## src/rtl/tmon_pkg.sv

```systemverilog
package tmon_pkg;

  localparam int DW = 8;
  localparam int AW = 5;

  localparam logic [AW-1:0] A_TEMP  = 5'h00;
  localparam logic [AW-1:0] A_INTEN = 5'h05;
  localparam logic [AW-1:0] A_STAT  = 5'h07;
  localparam logic [AW-1:0] A_CTRL  = 5'h0D;
  localparam logic [AW-1:0] A_HOT   = 5'h10;
  localparam logic [AW-1:0] A_COLD  = 5'h11;
  localparam logic [AW-1:0] A_DELTA = 5'h12;

  localparam int CTRL_START = 7;
  localparam int CTRL_REARM = 6;

  // Status bits, bit 0 (eoc) to bit 4 (err).
  typedef struct packed {
    logic err;
    logic cold;
    logic hot;
    logic dtx;
    logic eoc;
  } stat_t;

  localparam int SW = $bits(stat_t);

  typedef enum logic {SQ_IDLE, SQ_WAIT} sq_state_e;

endpackage

```

## src/rtl/tmon_seq.sv

```systemverilog
module tmon_seq
  import tmon_pkg::*;
#(
  parameter int TIMEOUT_CYC = 1024
) (
  input  logic          clk,
  input  logic          rst_n,
  input  logic          start_req,
  input  logic          adc_valid,
  input  logic [DW-1:0] adc_data,
  output logic          adc_start,
  output logic          adc_ready,
  output logic          busy,
  output logic          start_ack,
  output logic          done,
  output logic [DW-1:0] done_data,
  output logic          tmo
);

  localparam int CW = $clog2(TIMEOUT_CYC + 1);

  sq_state_e     state_q;
  logic [CW-1:0] wait_cnt_q;

  assign adc_ready = (state_q == SQ_WAIT);
  assign busy      = (state_q == SQ_WAIT);
  assign start_ack = start_req && (state_q == SQ_IDLE);

  always_ff @(posedge clk or negedge rst_n) begin
    if (!rst_n) begin
      state_q    <= SQ_IDLE;
      wait_cnt_q <= '0;
      adc_start  <= 1'b0;
      done       <= 1'b0;
      done_data  <= '0;
      tmo        <= 1'b0;
    end else begin
      adc_start <= 1'b0;
      done      <= 1'b0;
      tmo       <= 1'b0;
      unique case (state_q)
        SQ_IDLE: begin
          if (start_req) begin
            state_q    <= SQ_WAIT;
            wait_cnt_q <= '0;
            adc_start  <= 1'b1;
          end
        end
        SQ_WAIT: begin
          if (adc_valid) begin
            state_q   <= SQ_IDLE;
            done      <= 1'b1;
            done_data <= adc_data;
          end else if (wait_cnt_q == CW'(TIMEOUT_CYC - 1)) begin
            state_q <= SQ_IDLE;
            tmo     <= 1'b1;
          end else begin
            wait_cnt_q <= wait_cnt_q + 1'b1;
          end
        end
        default: state_q <= SQ_IDLE;
      endcase
    end
  end

endmodule

```

## src/rtl/tmon_eval.sv

```systemverilog
module tmon_eval
  import tmon_pkg::*;
(
  input  logic          clk,
  input  logic          rst_n,
  input  logic          done,
  input  logic [DW-1:0] sample,
  input  logic          rearm,
  input  logic [DW-1:0] hot_lim,
  input  logic [DW-1:0] cold_lim,
  input  logic [DW-1:0] delta,
  output logic          dtx_hit,
  output logic          hot_hit,
  output logic          cold_hit
);

  logic [DW-1:0]        base_q;
  logic                 base_vld_q;
  logic signed [DW:0]   diff;
  logic [DW:0]          mag;

  always_comb begin
    diff = $signed({sample[DW-1], sample}) - $signed({base_q[DW-1], base_q});
    mag  = diff[DW] ? (~diff + 1'b1) : diff;
  end

  assign dtx_hit  = base_vld_q && (mag >= {1'b0, delta});
  assign hot_hit  = $signed(sample) > $signed(hot_lim);
  assign cold_hit = $signed(sample) < $signed(cold_lim);

  always_ff @(posedge clk or negedge rst_n) begin
    if (!rst_n) begin
      base_q     <= '0;
      base_vld_q <= 1'b0;
    end else if (rearm) begin
      base_vld_q <= 1'b0;
    end else if (done && (!base_vld_q || dtx_hit)) begin
      base_q     <= sample;
      base_vld_q <= 1'b1;
    end
  end

endmodule

```

## src/rtl/tmon_regs.sv

```systemverilog
module tmon_regs
  import tmon_pkg::*;
#(
  parameter logic [DW-1:0] HOT_DEF   = 8'd45,
  parameter logic [DW-1:0] COLD_DEF  = 8'hFB,
  parameter logic [DW-1:0] DELTA_DEF = 8'd2,
  parameter logic [DW-1:0] EN_RST    = 8'h1F
) (
  input  logic          clk,
  input  logic          rst_n,
  input  logic          wr_en,
  input  logic          rd_en,
  input  logic [AW-1:0] addr,
  input  logic [DW-1:0] wdata,
  output logic [DW-1:0] rdata,
  input  logic          busy,
  input  logic          start_ack,
  input  logic          done,
  input  logic [DW-1:0] done_data,
  input  logic          tmo,
  input  logic          dtx_hit,
  input  logic          hot_hit,
  input  logic          cold_hit,
  output logic          start_req,
  output logic          rearm,
  output logic [DW-1:0] hot_lim,
  output logic [DW-1:0] cold_lim,
  output logic [DW-1:0] delta,
  output logic          irq_n
);

  logic [DW-1:0] temp_q;
  logic          conv_end_q;
  logic [SW-1:0] en_q;
  stat_t         stat_q, stat_n;
  logic [DW-1:0] rd_mux;
  logic          ctrl_wr, stat_rd;

  assign ctrl_wr   = wr_en && (addr == A_CTRL);
  assign stat_rd   = rd_en && (addr == A_STAT);
  assign start_req = ctrl_wr && wdata[CTRL_START];
  assign rearm     = ctrl_wr && wdata[CTRL_REARM];
  assign irq_n     = ~|(stat_q & en_q);

  always_comb begin
    stat_n = stat_q;
    if (stat_rd) begin
      stat_n.eoc = 1'b0;
      stat_n.dtx = 1'b0;
      stat_n.err = 1'b0;
    end
    if (done) begin
      stat_n.eoc  = 1'b1;
      stat_n.dtx  = stat_n.dtx | dtx_hit;
      stat_n.hot  = hot_hit;
      stat_n.cold = cold_hit;
    end
    if (tmo) stat_n.err = 1'b1;
  end

  always_comb begin
    unique case (addr)
      A_TEMP:  rd_mux = temp_q;
      A_INTEN: rd_mux = {{(DW-SW){1'b0}}, en_q};
      A_STAT:  rd_mux = {{(DW-SW){1'b0}}, stat_q};
      A_CTRL:  rd_mux = {busy, 1'b0, conv_end_q, 5'b0};
      A_HOT:   rd_mux = hot_lim;
      A_COLD:  rd_mux = cold_lim;
      A_DELTA: rd_mux = delta;
      default: rd_mux = '0;
    endcase
  end

  always_ff @(posedge clk or negedge rst_n) begin
    if (!rst_n) begin
      temp_q     <= '0;
      conv_end_q <= 1'b0;
      en_q       <= EN_RST[SW-1:0];
      stat_q     <= '0;
      hot_lim    <= HOT_DEF;
      cold_lim   <= COLD_DEF;
      delta      <= DELTA_DEF;
      rdata      <= '0;
    end else begin
      stat_q <= stat_n;
      rdata  <= rd_en ? rd_mux : '0;
      if (done) temp_q <= done_data;
      if (start_ack)  conv_end_q <= 1'b0;
      else if (done)  conv_end_q <= 1'b1;
      if (wr_en) begin
        unique case (addr)
          A_INTEN: en_q     <= wdata[SW-1:0];
          A_HOT:   hot_lim  <= wdata;
          A_COLD:  cold_lim <= wdata;
          A_DELTA: delta    <= wdata;
          default: ;
        endcase
      end
    end
  end

endmodule

```

## src/rtl/tmon_ctrl.sv

```systemverilog
module tmon_ctrl
  import tmon_pkg::*;
#(
  parameter int            TIMEOUT_CYC = 1024,
  parameter logic [DW-1:0] HOT_DEF     = 8'd45,
  parameter logic [DW-1:0] COLD_DEF    = 8'hFB,
  parameter logic [DW-1:0] DELTA_DEF   = 8'd2,
  parameter logic [DW-1:0] EN_RST      = 8'h1F
) (
  input  logic          clk,
  input  logic          rst_n,
  input  logic          reg_wr_en,
  input  logic          reg_rd_en,
  input  logic [AW-1:0] reg_addr,
  input  logic [DW-1:0] reg_wdata,
  output logic [DW-1:0] reg_rdata,
  output logic          adc_start,
  output logic          adc_ready,
  input  logic          adc_valid,
  input  logic [DW-1:0] adc_data,
  output logic          irq_n
);

  logic          start_req, start_ack, busy, done, tmo, rearm;
  logic [DW-1:0] done_data, hot_lim, cold_lim, delta;
  logic          dtx_hit, hot_hit, cold_hit;

  tmon_seq #(.TIMEOUT_CYC(TIMEOUT_CYC)) u_seq (
    .clk       (clk),
    .rst_n     (rst_n),
    .start_req (start_req),
    .adc_valid (adc_valid),
    .adc_data  (adc_data),
    .adc_start (adc_start),
    .adc_ready (adc_ready),
    .busy      (busy),
    .start_ack (start_ack),
    .done      (done),
    .done_data (done_data),
    .tmo       (tmo)
  );

  tmon_eval u_eval (
    .clk      (clk),
    .rst_n    (rst_n),
    .done     (done),
    .sample   (done_data),
    .rearm    (rearm),
    .hot_lim  (hot_lim),
    .cold_lim (cold_lim),
    .delta    (delta),
    .dtx_hit  (dtx_hit),
    .hot_hit  (hot_hit),
    .cold_hit (cold_hit)
  );

  tmon_regs #(
    .HOT_DEF   (HOT_DEF),
    .COLD_DEF  (COLD_DEF),
    .DELTA_DEF (DELTA_DEF),
    .EN_RST    (EN_RST)
  ) u_regs (
    .clk       (clk),
    .rst_n     (rst_n),
    .wr_en     (reg_wr_en),
    .rd_en     (reg_rd_en),
    .addr      (reg_addr),
    .wdata     (reg_wdata),
    .rdata     (reg_rdata),
    .busy      (busy),
    .start_ack (start_ack),
    .done      (done),
    .done_data (done_data),
    .tmo       (tmo),
    .dtx_hit   (dtx_hit),
    .hot_hit   (hot_hit),
    .cold_hit  (cold_hit),
    .start_req (start_req),
    .rearm     (rearm),
    .hot_lim   (hot_lim),
    .cold_lim  (cold_lim),
    .delta     (delta),
    .irq_n     (irq_n)
  );

endmodule

```

## config.mk

```make
export PLATFORM = sky130hd
export DESIGN_NAME = tmon_ctrl
export DESIGN_NICKNAME = d
export VERILOG_FILES = /design/src/rtl/tmon_pkg.sv /design/src/rtl/tmon_seq.sv /design/src/rtl/tmon_eval.sv /design/src/rtl/tmon_regs.sv /design/src/rtl/tmon_ctrl.sv
export SDC_FILE = /design/constraint.sdc
export NUM_CORES = 1
export LEC_CHECK = 0
export ABC_CLOCK_PERIOD_IN_PS = 4200
export BUFFER_PORTS_ARGS = -buffer_cell sky130_fd_sc_hd__buf_2
export CORE_MARGIN = 4
export CORE_UTILIZATION = 55
export DETAILED_ROUTE_END_ITERATION = 8
export GPL_ROUTABILITY_DRIVEN = 0
export PLACE_DENSITY = 0.82
export SYNTH_ARGS = -nofsm -noshare
export SYNTH_HDL_FRONTEND = slang
export SYNTH_SLANG_ARGS = --single-unit
export TNS_END_PERCENT = 100
```

## constraint.sdc

```tcl
create_clock -name clk -period 4.2 [get_ports clk]
set_input_delay 0.84 -clock clk [delete_from_list [all_inputs] [get_ports clk]]
set_output_delay 0.84 -clock clk [all_outputs]
set_load 0.03 [all_outputs]
```

==> metrics.md <==
| Metric | Value |
|---|---|
| Result of the run | completed |
| Highest clock rate | about 0.25 GHz |
| Overflow left after global routing | 0 |
| Setup repair after global routing missed its margin | no |
| Relative slew slack | 0.305 |
| CTS tree | built |
| Overall die height | around 100 microns |
| Bufs on Longest Clock Path | 2 |
| Total vias in the final route | about 3800 |
| Final period utilization | 0.936 |
| Post-CTS Setup Bufs | 0 |
| Count of input and output buffers | 36 |
| Hpwl dp | slightly below 9000 microns |
| Data arrival time of the critical path | roughly 4200 ps |
| DR vias/cell | roughly 6.1 |
| Register Area | roughly 2100 sq um |
| Aggregate negative setup slack | 0 ps |
| Cell area power density | around 540 nW/um^2 |
| Fraction of synthesized cell area taken by the top area cell type | 0.328 |
| Critical-path maximum fanout | 8 |
| I/O pin count | 37 |
| Post-synthesis sequential element count | 83 |
| Number of standard-cell rows in the floorplan | 34 |
| Mean instance size in the synthesized netlist | 10.8 sq um |
| Number of global-route vias before repair | 3928 |
| Leakage power figure | between 2 and 3 nW |
| Top cells by area in the synthesized netlist | dfrtp_1 (33%), dfstp_2 (8.9%), ha_1 (8.2%) |
| Hold-critical path depth | 1 |
| Source of the worst register-to-register timing path | u_seq.done_data[0] |
| Most instantiated flip-flop cell in the synthesis netlist | dfrtp_1 |
| Synth async-reset ratio | 1.00 |
| Remaining design rule violation count | 0 |
| Sequential area share after synthesis | 0.417 |
| Total die area | approximately 11000 sq um |
| Final min period | around 3900 ps |
| Area inside the core boundary | around 9000 sq um |
| Peak VDD IR | between 0.0002 and 0.0003 V |
| Critical Path Source | u_seq.done_data[0] |
| Multi-input gate area | approximately 2800 sq um |
| Clock tree root driver cell | clkbuf_8 |
| Antenna Nets Post-Route | 0 |
| Critical path start-end classification | reg -> reg |
| Worst Tran Pin Value | around 1000 ps |
| Share of layout cells above drive strength 1 | 0.295 |
| Total power consumption of the routed design | approximately 3.0 mW |
| Starting density of the core | 0.571 |
| Pre-Repair DR Iteration Count | 5 |
| H-Tree Level Count | 3 |
| Number of nets in the layout | ~570 |
| Critical hold path startpoint | u_seq.wait_cnt_q[10] |
| Count of antenna diodes in the layout | 0 |
| Core occupancy in the finished layout | 0.631 |
| Routed wire length | roughly 12000 microns |
| Setup clock skew after layout | ~8.6 ps |
| Hold WC Path Type | reg -> reg |
| Worst reg2reg setup slack | around 270 ps |
| Most area-hungry cell type in the Yosys netlist | dfrtp_1 |
| Wire length of the first global-routing pass | a little under 20000 microns |
| Initial detailed-routing violation count | 217 |
| Post-synthesis instance total | 464 |
| Clock-pin slew on the worst setup and hold paths | approximately 90 ps |
| Critical path destination | u_eval.base_q[4] |
| Clock Latency Late Sink | 360 ps |
| Warnings, synthesis | 0 |
| Cell count of the worst reg-to-reg path | 18 |
| Largest net degree at the start of global routing | 84 |
| Number of cells in the design after placement | around 600 |
| Required time of the worst setup path | roughly 4400 ps |
| Reg2Reg Capture Point | u_eval.base_q[4] |
| Distinct cells, synth | approximately 70 |
| Setup violation total in the final timing report | 0 |
| Category of the worst setup path capture point | register |
| Post-synthesis net count | 524 |
| Most common cell after layout, fill and taps aside | dfrtp_1 |
| Mapped Area | a little over 5000 sq um |
| Per-cell routed wire length | between 15 and 20 microns |
| Die W | roughly 100 microns |
| CTS buffer count | 9 |
| Fillcell total | between 600 and 700 |
| Total number of clock tree sinks | slightly above 80 |
| Max_cap viols | 0 |
| Final number of max-transition violations | 0 |
| Hold Violations, Final | 0 |
| Non-filler cells in the finished layout | approximately 620 |
| Most frequent cells in the layout | dfrtp_1 (66), nand2_1 (46), inv_1 (38) |
| GRT Util Overall | 0.228 |
| Launching element type of the critical path | register |
| Number of enable-type register cells in the synthesized netlist | 0 |
| Layout-stage area growth over the synthesis result | 10.4% |
| Antenna violations before repair | 0 |
[worst min path at each step]
stage / to / slack, ps
finish: u_seq.tmo / 460
global route: u_seq.tmo / 490
global placement: u_seq.tmo / 440
floorplan: u_regs.stat_q[4] / 400
CTS: u_seq.tmo / 460
detailed placement: u_seq.tmo / 440
[metal layers]
layer  vias up  wire (microns)  global-route usage
met5         -               0                   0
li1       1750               -                   -
met2       123            5720               0.382
met3        22             570              0.0274
met4         0             248              0.0845
met1      1911            5170               0.305
[worst max-delay path: stages (launching register included)]
cell	delay, ps
dfrtp_1	410
inv_1	130
ha_1	200
inv_1	70
fa_2	530
inv_1	50
ha_1	220
and4b_1	190
nand3_1	120
nand3_1	110
nor2_1	120
xor2_1	160
ha_1	260
a21o_1	170
a2111oi_2	330
o21ai_1	150
a21boi_2	200
o31a_4	250
o221ai_2	130
[report_power, final]
group | switching, mW | leakage [nW] | internal (mW)
Sequential | 0.109 | 1.02 | 0.944
Combinational | 0.733 | 1.58 | 0.595
Clock | 0.299 | 0.0999 | 0.294
[layout make-up]
class	instances	share of cell area
clock buffers	11	0.0255
clock inverters	5	0.0108
inverters	39	0.0264
multi-input cells	332	0.496
flip-flops and latches	83	0.378
well taps	108	0.0243
repair buffers	41	0.0396
[registers in the layout, indices dropped and copies added, names as in the netlist]
signal	cells
u_seq.done	1
u_regs.temp_q	8
u_regs.en_q	5
u_eval.base_q	8
u_regs.delta	8
u_regs.conv_end_q	1
u_regs.hot_lim	8
u_seq.adc_start	1
u_seq.adc_ready	1
u_seq.wait_cnt_q	11
u_eval.base_vld_q	1
u_regs.rdata	8
u_seq.tmo	1
u_regs.cold_lim	8
u_regs.stat_q	5
u_seq.done_data	8
[synthesized netlist by cell type (2+ instances only)]
cell type,n
mux2_4,16
nor3b_1,3
a211o_1,2
o21ai_1,2
o31ai_1,2
nand3b_1,2
a21o_1,13
xor2_1,10
and4_1,2
nand2_4,2
and4b_1,2
a22oi_1,15
nand4_1,3
nand3_1,12
nor3_1,6
mux2_2,34
dfstp_2,17
inv_1,38
and2_1,5
a31oi_1,3
nand2b_1,8
o221ai_1,2
ha_1,33
buf_1,2
o21a_1,5
a21oi_1,14
and3_1,5
xnor2_1,7
buf_2,2
clkbuf_1,4
nor2_1,21
o21ai_0,15
nor2b_1,4
o221ai_2,8
dfrtp_1,66
nand2_1,46
nor3b_4,2
[per-stage QoR]
stage / setup WS, ps / instance area, sq um / hold slack (ps)
2_1_floorplan: 364 / 5030 / 404
3_3_place_gp: 329 / 5340 / 435
3_5_place_dp: 187 / 5340 / 444
4_1_cts: 203 / 5540 / 461
5_1_grt: 42.2 / 5550 / 487
6_report: 268 / 5550 / 460
[logic make-up after synthesis]
| kind of cell | share of synthesized area |
|---|---|
| adders and majority gates | 0.0880 |
| DFF | 0.417 |
| xor gates and xnor gates | 0.0296 |
| AOI/OAI and AO/OA | 0.152 |
| buffers and inverters | 0.0393 |
| and+or+nand+nor | 0.148 |
| muxes | 0.126 |
[repair_timing]
action                                  CTS  global route
endpoints found under the setup margin    0             9
gates resized for setup                   0             4
hold buffers                              0             0
(Power assumes the default switching activity.)
